`src/rtl/icall_pkg.sv`:
```
package icall_pkg;

    // Micro-step sequencer phases: six fetch steps, seven call steps
    typedef enum logic [3:0] {
        S_F0, S_F1, S_F2, S_F3, S_F4, S_F5,
        S_E0, S_E1, S_E2, S_E3, S_E4, S_E5, S_E6
    } phase_e;

    // One micro-step's worth of datapath controls
    typedef struct packed {
        logic mar_pc;     // MAR <- PC
        logic mar_sp;     // MAR <- SP
        logic rd;         // memory read, MDR <- mem
        logic wr;         // memory write of MDR at MAR
        logic pc_inc;     // PC <- PC + 1
        logic ir_lo;      // IR low byte <- MDR
        logic ir_hi;      // IR high byte <- MDR
        logic mdr_pc_lo;  // MDR <- PC low byte
        logic mdr_pc_hi;  // MDR <- PC high byte
        logic sp_dec;     // SP <- SP - 1
        logic pc_z;       // PC <- Z
    } ctrl_t;

endpackage

```
`src/rtl/icall_regfile.sv`:
```
module icall_regfile
    import icall_pkg::*;
#(
    parameter int DW    = 8,
    parameter int NREGS = 32,
    parameter int ZLO   = 30,
    parameter int ZHI   = 31
) (
    input  logic            clk,
    input  logic            rst,
    input  logic            z_en,
    input  logic [2*DW-1:0] z_val,
    output logic [2*DW-1:0] z_out
);

    logic [DW-1:0] r_q [NREGS];
    logic [DW-1:0] r_d [NREGS];

    always_comb begin
        for (int i = 0; i < NREGS; i++) begin
            r_d[i] = r_q[i];
        end
        if (z_en) begin
            r_d[ZLO] = z_val[DW-1:0];
            r_d[ZHI] = z_val[2*DW-1:DW];
        end
    end

    always_ff @(posedge clk) begin
        if (rst) begin
            for (int i = 0; i < NREGS; i++) begin
                r_q[i] <= '0;
            end
        end else begin
            r_q <= r_d;
        end
    end

    assign z_out = {r_q[ZHI], r_q[ZLO]};

    // preload lands in the pair on the next edge
    p_z_preload_r7: assert property (@(posedge clk) disable iff (rst)
        z_en |=> (z_out == $past(z_val)));

endmodule

```
`src/rtl/icall_seq.sv`:
```
module icall_seq
    import icall_pkg::*;
#(
    parameter int          IW      = 16,
    parameter logic [15:0] OP_CALL = 16'h9509
) (
    input  logic          clk,
    input  logic          rst,
    input  logic [IW-1:0] opcode_next,
    output ctrl_t         ctrl
);

    typedef struct packed {
        phase_e phase;
    } seq_s;

    seq_s q, d;

    always_comb begin
        d = q;
        case (q.phase)
            S_F0: d.phase = S_F1;
            S_F1: d.phase = S_F2;
            S_F2: d.phase = S_F3;
            S_F3: d.phase = S_F4;
            S_F4: d.phase = S_F5;
            S_F5: d.phase = (opcode_next == IW'(OP_CALL)) ? S_E0 : S_F0;
            S_E0: d.phase = S_E1;
            S_E1: d.phase = S_E2;
            S_E2: d.phase = S_E3;
            S_E3: d.phase = S_E4;
            S_E4: d.phase = S_E5;
            S_E5: d.phase = S_E6;
            default: d.phase = S_F0;
        endcase
    end

    always_ff @(posedge clk) begin
        if (rst) begin
            q.phase <= S_F0;
        end else begin
            q <= d;
        end
    end

    always_comb begin
        ctrl = '0;
        case (q.phase)
            S_F0: ctrl.mar_pc = 1'b1;
            S_F1: begin ctrl.rd = !rst; ctrl.pc_inc = 1'b1; end
            S_F2: ctrl.ir_lo = 1'b1;
            S_F3: ctrl.mar_pc = 1'b1;
            S_F4: begin ctrl.rd = !rst; ctrl.pc_inc = 1'b1; end
            S_F5: ctrl.ir_hi = 1'b1;
            S_E0: ctrl.mar_sp = 1'b1;
            S_E1: ctrl.mdr_pc_lo = 1'b1;
            S_E2: begin ctrl.wr = !rst; ctrl.sp_dec = 1'b1; end
            S_E3: ctrl.mar_sp = 1'b1;
            S_E4: ctrl.mdr_pc_hi = 1'b1;
            S_E5: begin ctrl.wr = !rst; ctrl.sp_dec = 1'b1; end
            S_E6: ctrl.pc_z = 1'b1;
            default: ctrl = '0;
        endcase
    end

    // read and write strobes are exclusive
    p_rw_exclusive_r8: assert property (@(posedge clk) disable iff (rst)
        !(ctrl.rd && ctrl.wr));

    // the last fetch step leads either to a new fetch or to the call
    p_fetch_exit_r3: assert property (@(posedge clk) disable iff (rst)
        (q.phase == S_F5) |=> (q.phase == S_F0 || q.phase == S_E0));

    // the call's final step always returns to fetch
    p_call_return_r4: assert property (@(posedge clk) disable iff (rst)
        (q.phase == S_E6) |=> (q.phase == S_F0));

endmodule

```
`src/rtl/icall_datapath.sv`:
```
module icall_datapath
    import icall_pkg::*;
#(
    parameter int          AW      = 16,
    parameter int          DW      = 8,
    parameter logic [15:0] SP_INIT = 16'hFFFF
) (
    input  logic          clk,
    input  logic          rst,
    input  ctrl_t         ctrl,
    input  logic [DW-1:0] mem_rdata,
    input  logic [AW-1:0] z_val,
    output logic [AW-1:0] pc,
    output logic [AW-1:0] sp,
    output logic [AW-1:0] mar,
    output logic [DW-1:0] mdr,
    output logic [2*DW-1:0] ir,
    output logic [2*DW-1:0] opcode_next
);

    localparam int IW = 2 * DW;

    typedef struct packed {
        logic [AW-1:0] pc;
        logic [AW-1:0] sp;
        logic [AW-1:0] mar;
        logic [DW-1:0] mdr;
        logic [IW-1:0] ir;
    } dp_s;

    dp_s q, d;

    always_comb begin
        d = q;
        if (ctrl.mar_pc)    d.mar = q.pc;
        if (ctrl.mar_sp)    d.mar = q.sp;
        if (ctrl.rd)        d.mdr = mem_rdata;
        if (ctrl.mdr_pc_lo) d.mdr = q.pc[DW-1:0];
        if (ctrl.mdr_pc_hi) d.mdr = q.pc[AW-1:AW-DW];
        if (ctrl.pc_inc)    d.pc  = q.pc + AW'(1);
        if (ctrl.pc_z)      d.pc  = z_val;
        if (ctrl.ir_lo)     d.ir[DW-1:0] = q.mdr;
        if (ctrl.ir_hi)     d.ir[IW-1:DW] = q.mdr;
        if (ctrl.sp_dec)    d.sp  = q.sp - AW'(1);
    end

    always_ff @(posedge clk) begin
        if (rst) begin
            q    <= '0;
            q.sp <= AW'(SP_INIT);
        end else begin
            q <= d;
        end
    end

    assign pc          = q.pc;
    assign sp          = q.sp;
    assign mar         = q.mar;
    assign mdr         = q.mdr;
    assign ir          = q.ir;
    assign opcode_next = {q.mdr, q.ir[DW-1:0]};

    // the stack pointer only ever steps down by one
    p_sp_step_down_r6: assert property (@(posedge clk) disable iff (rst)
        (!$past(rst) && q.sp != $past(q.sp)) |-> (q.sp == $past(q.sp) - AW'(1)));

    // each read cycle advances the program counter by one
    p_pc_after_read_r2: assert property (@(posedge clk) disable iff (rst)
        ctrl.rd |=> (q.pc == $past(q.pc) + AW'(1)));

endmodule

```
`src/rtl/icall_cpu.sv`:
```
module icall_cpu
    import icall_pkg::*;
#(
    parameter int          AW      = 16,
    parameter int          DW      = 8,
    parameter int          NREGS   = 32,
    parameter logic [15:0] SP_INIT = 16'hFFFF,
    parameter logic [15:0] OP_CALL = 16'h9509
) (
    input  logic          clk,
    input  logic          rst,
    input  logic          z_load,
    input  logic [AW-1:0] z_value,
    output logic [AW-1:0] mem_addr,
    output logic [DW-1:0] mem_wdata,
    input  logic [DW-1:0] mem_rdata,
    output logic          mem_rd,
    output logic          mem_wr,
    output logic [AW-1:0] dbg_pc,
    output logic [AW-1:0] dbg_sp,
    output logic [2*DW-1:0] dbg_ir
);

    localparam int IW  = 2 * DW;
    localparam int ZHI = NREGS - 1;
    localparam int ZLO = NREGS - 2;

    ctrl_t         ctrl;
    logic [IW-1:0] opcode_next;
    logic [AW-1:0] z_out;

    icall_seq #(
        .IW      (IW),
        .OP_CALL (OP_CALL)
    ) u_seq (
        .clk         (clk),
        .rst         (rst),
        .opcode_next (opcode_next),
        .ctrl        (ctrl)
    );

    icall_regfile #(
        .DW    (DW),
        .NREGS (NREGS),
        .ZLO   (ZLO),
        .ZHI   (ZHI)
    ) u_rf (
        .clk   (clk),
        .rst   (rst),
        .z_en  (z_load),
        .z_val (z_value),
        .z_out (z_out)
    );

    icall_datapath #(
        .AW      (AW),
        .DW      (DW),
        .SP_INIT (SP_INIT)
    ) u_dp (
        .clk         (clk),
        .rst         (rst),
        .ctrl        (ctrl),
        .mem_rdata   (mem_rdata),
        .z_val       (z_out),
        .pc          (dbg_pc),
        .sp          (dbg_sp),
        .mar         (mem_addr),
        .mdr         (mem_wdata),
        .ir          (dbg_ir),
        .opcode_next (opcode_next)
    );

    assign mem_rd = ctrl.rd;
    assign mem_wr = ctrl.wr;

    // every push writes at the current stack pointer
    p_wr_at_sp_r5: assert property (@(posedge clk) disable iff (rst)
        mem_wr |-> (mem_addr == dbg_sp));

    // strobes stay quiet while reset is held
    p_quiet_reset_r1: assert property (@(posedge clk)
        rst |-> (!mem_rd && !mem_wr));

endmodule

```
`config.mk`:
```
export PLATFORM = sky130hd
export DESIGN_NAME = icall_cpu
export DESIGN_NICKNAME = d
export VERILOG_FILES = /design/src/rtl/icall_pkg.sv /design/src/rtl/icall_regfile.sv /design/src/rtl/icall_seq.sv /design/src/rtl/icall_datapath.sv /design/src/rtl/icall_cpu.sv
export SDC_FILE = /design/constraint.sdc
export NUM_CORES = 1
export LEC_CHECK = 0
export ABC_CLOCK_PERIOD_IN_PS = 2600
export BUFFER_PORTS_ARGS = -buffer_cell sky130_fd_sc_hd__buf_2
export CAP_MARGIN = 20
export CORE_UTILIZATION = 54
export DETAILED_ROUTE_END_ITERATION = 7
export PLACE_DENSITY = 0.8
export SLEW_MARGIN = 10
export SYNTH_ARGS = -nofsm -noshare
export SYNTH_HDL_FRONTEND = slang
export SYNTH_SLANG_ARGS = --single-unit
```
`constraint.sdc`:
```
create_clock -name clk -period 2.6 [get_ports clk]
set_clock_uncertainty 0.2 [all_clocks]
set_input_delay 0.52 -clock clk [delete_from_list [all_inputs] [get_ports clk]]
set_output_delay 0.52 -clock clk [all_outputs]
set_load 0.05 [all_outputs]
```
* Word level (Yosys, flattened, before mapping)
Index checks and enable logic that the tools add are counted.
Word-level totals: register bits 92, latch bits 0, RAM bits 0, ROM bits 0, input port bits 27, output and inout port bits 74, word-level logic and storage cells 53, memories kept 0
Cells by class: add/subtract/negate cells 2, multiply operators 0, div/mod/pow operators 0, order comparisons 0, equal/unequal tests 13, shift operators 0, mux-type cells 20, bitwise logic cells 0, reduce and logical (&&, ||, !) cells 9
Operators by type and width (number):
- $mux W16 | 4
- $pmux W4 S12 | 1
- $mux W8 | 3
- $eq A4 B4 Y1 const B | 5
- $add A16 B1 Y16 const B | 1
- $eq A16 B16 Y1 const B | 1
- $eq A4 B3 Y1 const B | 4
- $sub A16 B1 Y16 const B | 1
- $mux W1 | 11
- $eq A4 B2 Y1 const B | 2
- $reduce_or A2 Y1 | 4
- $eq A4 B1 Y1 const B | 1
- $logic_not A4 Y1 | 1
- $reduce_bool A2 Y1 | 2
- $mux W3 | 1
- $reduce_bool A3 Y1 | 1
- $logic_not A1 Y1 | 1

* Longest topological paths before layout
Gate-level depths: netlist (run 1).
depth after elaboration 6, mapped depth 7

* Modules after synthesis
A second synthesis (run 1) with hierarchy kept.
Second synthesis, totals: cell total of the unflattened synthesis 498, area, all modules 4456.8 µm²
Modules (own cells, without submodules):
- icall_datapath | instances 1, cells each 402, area each 3538.4 µm²
- icall_regfile | instances 1, cells each 52, area each 580.6 µm²
- icall_seq | instances 1, cells each 44, area each 337.8 µm²

* Worst setup path before layout (run 1)
Ideal clock, no wire load.
kind input-to-output, from in rst, to out mem_wr, arrival 1.948 ns, setup slack -0.068 ns, stages 5, buffers on the path 4, cell sequence clkbuf_1 clkbuf_1 clkbuf_1 buf_1 nor2_1
Between the ends: cells in the longest elaborated chain, start to end 2
RTL lines:
- from (decl) | RTL line icall_cpu.sv:11 | input logic rst,
- $logic_not A1 Y1 | RTL line icall_seq.sv:57, icall_seq.sv:60
- $mux W1
- to (decl) | RTL line icall_cpu.sv:18 | output logic mem_wr,
Every way passes these cells.

* Final worst setup path (run 1)
from reg u_seq.q[3] in the netlist's numbering, to out mem_rd
Between the ends: cells in the longest elaborated chain, start to end 3, elaborated cells between the ends (all ways) 4
RTL lines:
- from (decl) | RTL line icall_seq.sv:17 | seq_s q, d;
- $eq A4 B1 Y1 or $eq A4 B3 Y1 (tied branches) | RTL line icall_seq.sv:48 | case (q.phase)
- $reduce_or A2 Y1 (no source line) *
- $mux W1 *
- to (decl) | RTL line icall_cpu.sv:17 | output logic mem_rd,
Mark *: on every way between the ends. The rest lies on a longest branch, timed or not.

==> flow_summary.json, run 1 <==
{
  "worst_slew_pin_slew_ns": 0.782,
  "htree_num_levels": 3,
  "cts_hold_buf": 0,
  "cap_violations": 0,
  "end_kind": "output port",
  "syn-num-nets": 533,
  "initial_utilization": 0.560,
  "grt_antenna_before_repair": 0,
  "clkSinkCount": 92,
  "die_width_um": 91.5,
  "drc": 0,
  "drt-wirelength-per-cell_um": 17.6,
  "path_max_fanout": 21,
  "cts.clk_slew.worst_paths_ns": 0.09,
  "layout-drive-gt1-share": 0.261,
  "dp_slack_ns": 0.406,
  "critPathLaunchType": "flop",
  "die_y_um": 91.5,
  "async_reset_ff_frac": 0,
  "worstSkewPairLatency_ns": 0.37,
  "cts_buffers": 9,
  "synth_edf_count": 0,
  "cts_tree": "done",
  "place.detailed.hpwl_um": 8840,
  "nNetsFinal": 636,
  "worstPathArrival_ns": 1.76,
  "track_usage": 0.306,
  "routed_wl_um": 12600,
  "critical_path_class": "reg -> out",
  "synth_warnings": 0,
  "post_cts_buffers": 0,
  "syn_to_final_growth_pct": 21.1,
  "min_period_ns": 2.48,
  "period_share": 0.954,
  "netlist-cell-type-count": 57,
  "clk_path_buf_depth": 2,
  "overflow": 0,
  "firstDrtPassIters": 5,
  "status": "completed",
  "post-place-cells": 698,
  "timing.fmax_mhz": 403,
  "final.setup.tns_ns": 0,
  "hold_violations": 0,
  "drtIter0Drc": 312,
  "gp_congestion": 0.928,
  "core_mm2": 0.00773,
  "final_cells": 714,
  "rsz0062_at_grt": "false",
  "final_cell_mix": "buf_2 (100), dfxtp_1 (91), nand2_1 (62), a21oi_1 (39), nor2_1 (36)",
  "die_area_mm2": 0.00838,
  "synthesis.area_mm2": 0.00433,
  "vias": 4351,
  "io_buffers": 100,
  "grt_pass1_wl_um": 20200,
  "reg2reg_setup_slack_ns": 0.36,
  "grt_max_degree": 41,
  "final_max_slew_viol_count": 0,
  "power_uw": 2860,
  "setup_slack_ns": 0.120,
  "rows": 32,
  "yosysSeqAreaShare": 0.426,
  "post_cts_resized": 0,
  "ys_seq_elements": 92,
  "final_common_cell": "buf_2",
  "viasPerCell": 6.09,
  "drtAntennaViolNets": 0,
  "required_ns": 1.88,
  "ios": 101,
  "avgSynthCellArea_um2": 8.59,
  "synthCells": 504,
  "ir_drop_uv": 309,
  "ys.flop_type": "dfxtp_1",
  "diodes": 0,
  "p_leak_uw": 0.00201,
  "grt_pass1_vias": 3946,
  "powerDensity_mw_per_mm2": 545,
  "hp-class": "in -> reg",
  "setup_viol": 0,
  "root_buffer": "clkbuf_8",
  "relSlewSlack": 0.475
}
-- per-layer routing --
layer,wire length (um),GRT usage
met5,0,0
met4,253,0.116
met3,885,0.0503
met2,5970,0.494
met1,5450,0.409
-- path summary, 6_finish.rpt --
kind	startpoint	end	cells after the start
hold reg to reg	u_dp.mar[1]	u_dp.mar[1]	2
setup / recovery	u_seq.q[3]	mem_rd	5
setup reg to reg	u_dp.pc[0]	u_dp.pc[15]	4
hold / removal	z_value[5]	u_rf.z_out[5]	3
-- layout make-up --
class	count	area (um2)
Clock inverter	6	70.1
Inverter	12	45.0
Timing Repair Buffer	128	711
Fill cell	664	2490
Sequential cell	92	1840
Tap cell	102	128
Multi-Input combinational cell	364	2310
Clock buffer	10	138
-- Yosys cell counts, types with 3 or more instances --
| master | n | area share |
|---|---|---|
| a21oi_1 | 39 | 0.045 |
| a22oi_1 | 19 | 0.033 |
| and4_1 | 3 | 0.0061 |
| buf_1 | 5 | 0.0043 |
| buf_2 | 10 | 0.012 |
| clkbuf_1 | 20 | 0.017 |
| dfxtp_1 | 92 | 0.43 |
| inv_1 | 10 | 0.0087 |
| mux2_2 | 5 | 0.013 |
| mux2i_1 | 28 | 0.065 |
| nand2_1 | 62 | 0.054 |
| nand2b_1 | 10 | 0.014 |
| nand3_1 | 30 | 0.035 |
| nand4_1 | 6 | 0.0087 |
| nor2_1 | 37 | 0.032 |
| nor2b_1 | 3 | 0.0043 |
| nor3_1 | 10 | 0.012 |
| nor3b_1 | 3 | 0.0052 |
| nor4_1 | 12 | 0.017 |
| nor4bb_1 | 7 | 0.016 |
| o21ai_0 | 11 | 0.013 |
| o221ai_1 | 5 | 0.010 |
| o22ai_1 | 5 | 0.0072 |
| o311ai_0 | 4 | 0.0081 |
| or3_1 | 5 | 0.0072 |
| xnor2_1 | 5 | 0.010 |
| xor2_1 | 10 | 0.020 |
-- flip-flops by register name (all words and copies together), names as in the netlist --
register / cells
u_rf.z_out: 16
u_dp.pc: 16
u_dp.sp: 16
u_dp.mdr: 8
u_dp.ir: 16
u_seq.q: 4
u_dp.mar: 16
-- cells by family (layout without fill, tap and decap cells) --
family          after synthesis  count (layout)  share of synthesized area
simple gates                205             205                      0.248
fa+ha+maj                     2               2                    0.00578
buf+inv                      48             156                     0.0454
mux                          33              33                     0.0778
flops                        92              92                      0.426
xor+xnor                     15              15                     0.0304
compound gates              109             109                      0.167
-- report_power, final --
group / internal, uW / switching, uW
Sequential: 1440 / 36.8
Combinational: 127 / 239
Clock: 480 / 534
-- critical path: stages, from the launching register on --
cell and delay [ns]:
dfxtp_1 0.38, buf_4 0.27, inv_1 0.19, nand3_1 0.17
clkinv_1 0.14, buf_2 0.24
-- through the flow --
step                       util  instance area [um2]  hold WS [ns]
after detailed placement  0.651                 5030         0.247
final                     0.678                 5240         0.185
after floorplan               -                 4330         0.246
after global placement    0.651                 5030         0.240
after global routing      0.678                 5240         0.183
after CTS                 0.678                 5240         0.188
(Power assumes the default switching activity.)
==> run 2: changes to the inputs <==
--- a/config.mk
+++ b/config.mk
@@ -14,4 +14,5 @@
 export SLEW_MARGIN = 10
 export SYNTH_ARGS = -nofsm -noshare
 export SYNTH_HDL_FRONTEND = slang
+export SYNTH_HIERARCHICAL = 1
 export SYNTH_SLANG_ARGS = --single-unit
==> run 2 against run 1 <==
Effect of this change:
- sequential share of layout area increased by 0.48 points
- clock power grew 15%
- die area rose by 2.9%
- register-to-register slack worse by 0.04 ns
- final area shrank 1.3%
- routed wire length fell by 12%
- global-route usage fell by 4.6 points
- non-clock buffer count down 15
- synthesized cell count fell by 1.2%
- first-iteration DRC count decreased by 13%
- worst setup slack improved by 0.029 ns
==> flow_summary.json, run 2 <==
{
  "period_share": 0.943,
  "final.setup.tns_ns": 0,
  "status": "completed",
  "ys_seq_elements": 92,
  "vias": 3883,
  "gp_congestion": 0.870,
  "grt_max_degree": 59,
  "drtIter0Drc": 271,
  "p_leak_uw": 0.00225,
  "die_area_mm2": 0.00862,
  "swShare": 0.247,
  "timing.fmax_mhz": 408,
  "layout-drive-gt1-share": 0.253,
  "internal_power_uw": 2220,
  "path_max_fanout": 8,
  "rows": 32,
  "clk_path_buf_depth": 2,
  "overflow": 0,
  "cts_tree": "done",
  "min_period_ns": 2.45,
  "async_reset_ff_frac": 0,
  "routed_wl_um": 11000,
  "dr_wl_met2_um": 5430,
  "grt_antenna_before_repair": 0,
  "pwr-share-comb": 0.104,
  "worstPathArrival_ns": 1.73,
  "io_buffers": 100,
  "cts.clk_slew.worst_paths_ns": 0.09,
  "yosysMostFrequentCell": "dfxtp_1",
  "post_cts_resized": 0,
  "p_clk_frac": 0.394,
  "grt_pass1_vias": 3606,
  "cap_violations": 0,
  "area.sequential_mm2": 0.00184,
  "final_cell_mix": "buf_2 (100), dfxtp_1 (91), nor2_1 (87), mux2i_1 (50), a21oi_1 (39)",
  "wl_met1_um": 4770,
  "grt_pass1_wl_um": 17600,
  "powerDensity_mw_per_mm2": 569,
  "clkSinkCount": 92,
  "slowest_delay_ns": 0.52,
  "highest_layer": "met4",
  "pwr-share-seq": 0.502,
  "hp-class": "in -> reg",
  "die_width_um": 92.8,
  "syn_to_final_growth_pct": 16.0,
  "path_cells": "nand2b_1, nand2_1, nor3_1, buf_2",
  "synthTopCellsByCount": "dfxtp_1 (92), nor2_1 (87), mux2i_1 (50), a21oi_1 (39), nand2_1 (21)",
  "multi_input_area_mm2": 0.00232,
  "synth.area.top_cells": "dfxtp_1 (41%), mux2i_1 (11%), nor2_1 (7.3%), a21oi_1 (4.4%), buf_4 (3.2%)",
  "diodes": 0,
  "yosysSeqAreaShare": 0.413,
  "required_ns": 1.88,
  "end_kind": "output port",
  "synthesis.area_mm2": 0.00446,
  "drc": 0,
  "cts_hold_buf": 0,
  "rsz0062_at_grt": "false",
  "ir_drop_uv": 383,
  "viasPerCell": 5.72,
  "initial_utilization": 0.568,
  "synth.largest_area_cell": "dfxtp_1",
  "firstDrtPassIters": 5,
  "htree_num_levels": 3,
  "synth_top_area_share": 0.413,
  "cts_buffers": 9,
  "relSlewSlack": 0.381,
  "die_y_um": 92.8,
  "nNetsFinal": 601,
  "track_usage": 0.260,
  "setup_viol": 0,
  "worst_slew_pin_slew_ns": 0.925,
  "synth_edf_count": 0,
  "drtAntennaViolNets": 0,
  "synthCells": 498,
  "final_max_slew_viol_count": 0,
  "syn-num-nets": 527,
  "slowest_stage": "dfxtp_1",
  "critPathLaunchType": "flop",
  "critical_path_class": "reg -> out",
  "avgSynthCellArea_um2": 8.95,
  "fill_cells": 640,
  "place.detailed.hpwl_um": 7680,
  "whs_path_depth": 3,
  "ys.flop_type": "dfxtp_1",
  "netlist-cell-type-count": 49,
  "power.switching_uw": 726,
  "core_mm2": 0.00785,
  "root_buffer": "clkbuf_8",
  "worstSkewPairLatency_ns": 0.36,
  "hold_ws_ns": 0.195,
  "r2r_cells": 8,
  "drt-wirelength-per-cell_um": 16.2,
  "post_cts_buffers": 0,
  "final_common_cell": "buf_2",
  "ios": 101,
  "wl_met3_um": 650,
  "hold_violations": 0,
  "synth_warnings": 6
}
-- run 2: changes by cell type after synthesis, sizes merged, moves of 13 or more --
cell,previous run,this run
nand2,62,21
a22oi,19,0
nand3,30,5
buf,16,29
nor2,37,87
mux2i,28,50
-- run 2: area by class of cell --
| cell class | count | area share |
|---|---|---|
| multi-input combinational | 346 | 0.448 |
| tap | 102 | 0.0247 |
| sequential | 92 | 0.356 |
| clock inverter | 6 | 0.0215 |
| timing repair buffer | 113 | 0.116 |
| inverter | 10 | 0.00726 |
| clock buffer | 10 | 0.0266 |
-- run 2: routing by layer --
| metal | vias to the layer above | GRT usage |
|---|---|---|
| li1 | 1850 | - |
| met1 | 1871 | 0.326 |
| met2 | 149 | 0.433 |
| met3 | 13 | 0.0558 |
| met4 | 0 | 0.104 |
| met5 | - | 0 |
-- run 2: final timing paths --
| kind | from | endpoint | slack [ns] |
|---|---|---|---|
| setup / recovery | u_seq/q[1] | mem_wr | 0.15 |
| hold / removal | z_value[5] | u_rf/z_out[5] | 0.19 |
| setup reg to reg | u_seq/q[2] | u_dp/pc[5] | 0.32 |
| hold reg to reg | u_rf/z_out[5] | u_dp/pc[5] | 0.28 |
-- run 2: per-stage QoR --
stage                     power [uW]   util  worst slack, ns  instance area (um2)  cells
final                           2940  0.659            0.148                 5170    679
after detailed placement        1810  0.627            0.246                 4920    663
after floorplan                 1740      -           0.0486                 4470    498
after global placement          1800  0.627            0.382                 4920    663
after CTS                       2960  0.659           0.0902                 5170    679
after global routing            3060  0.659           0.0186                 5170    679
-- run 2: power groups by stage --
stage / sequential, uW / clock, uW / combinational [uW]
5_1_grt: 1480 / 1240 / 331
6_report: 1480 / 1160 / 307
3_3_place_gp: 1510 / 0 / 296
2_1_floorplan: 1550 / 0 / 183
4_1_cts: 1480 / 1180 / 306
3_5_place_dp: 1510 / 0 / 303
-- run 2: worst max-delay path: cells and delay by family (launching register included) --
kind                   cells  cell delay, ns
flip-flops                 1            0.52
buffers and inverters      1            0.29
AND/OR/NAND/NOR            3            0.56
-- run 2: cells by family after synthesis --
group | after synthesis | synth area share
flops | 92 | 0.413
simple gates | 194 | 0.239
fa+ha+maj | 2 | 0.00561
buf+inv | 60 | 0.0741
mux | 50 | 0.112
xor+xnor | 26 | 0.0511
compound gates | 74 | 0.104
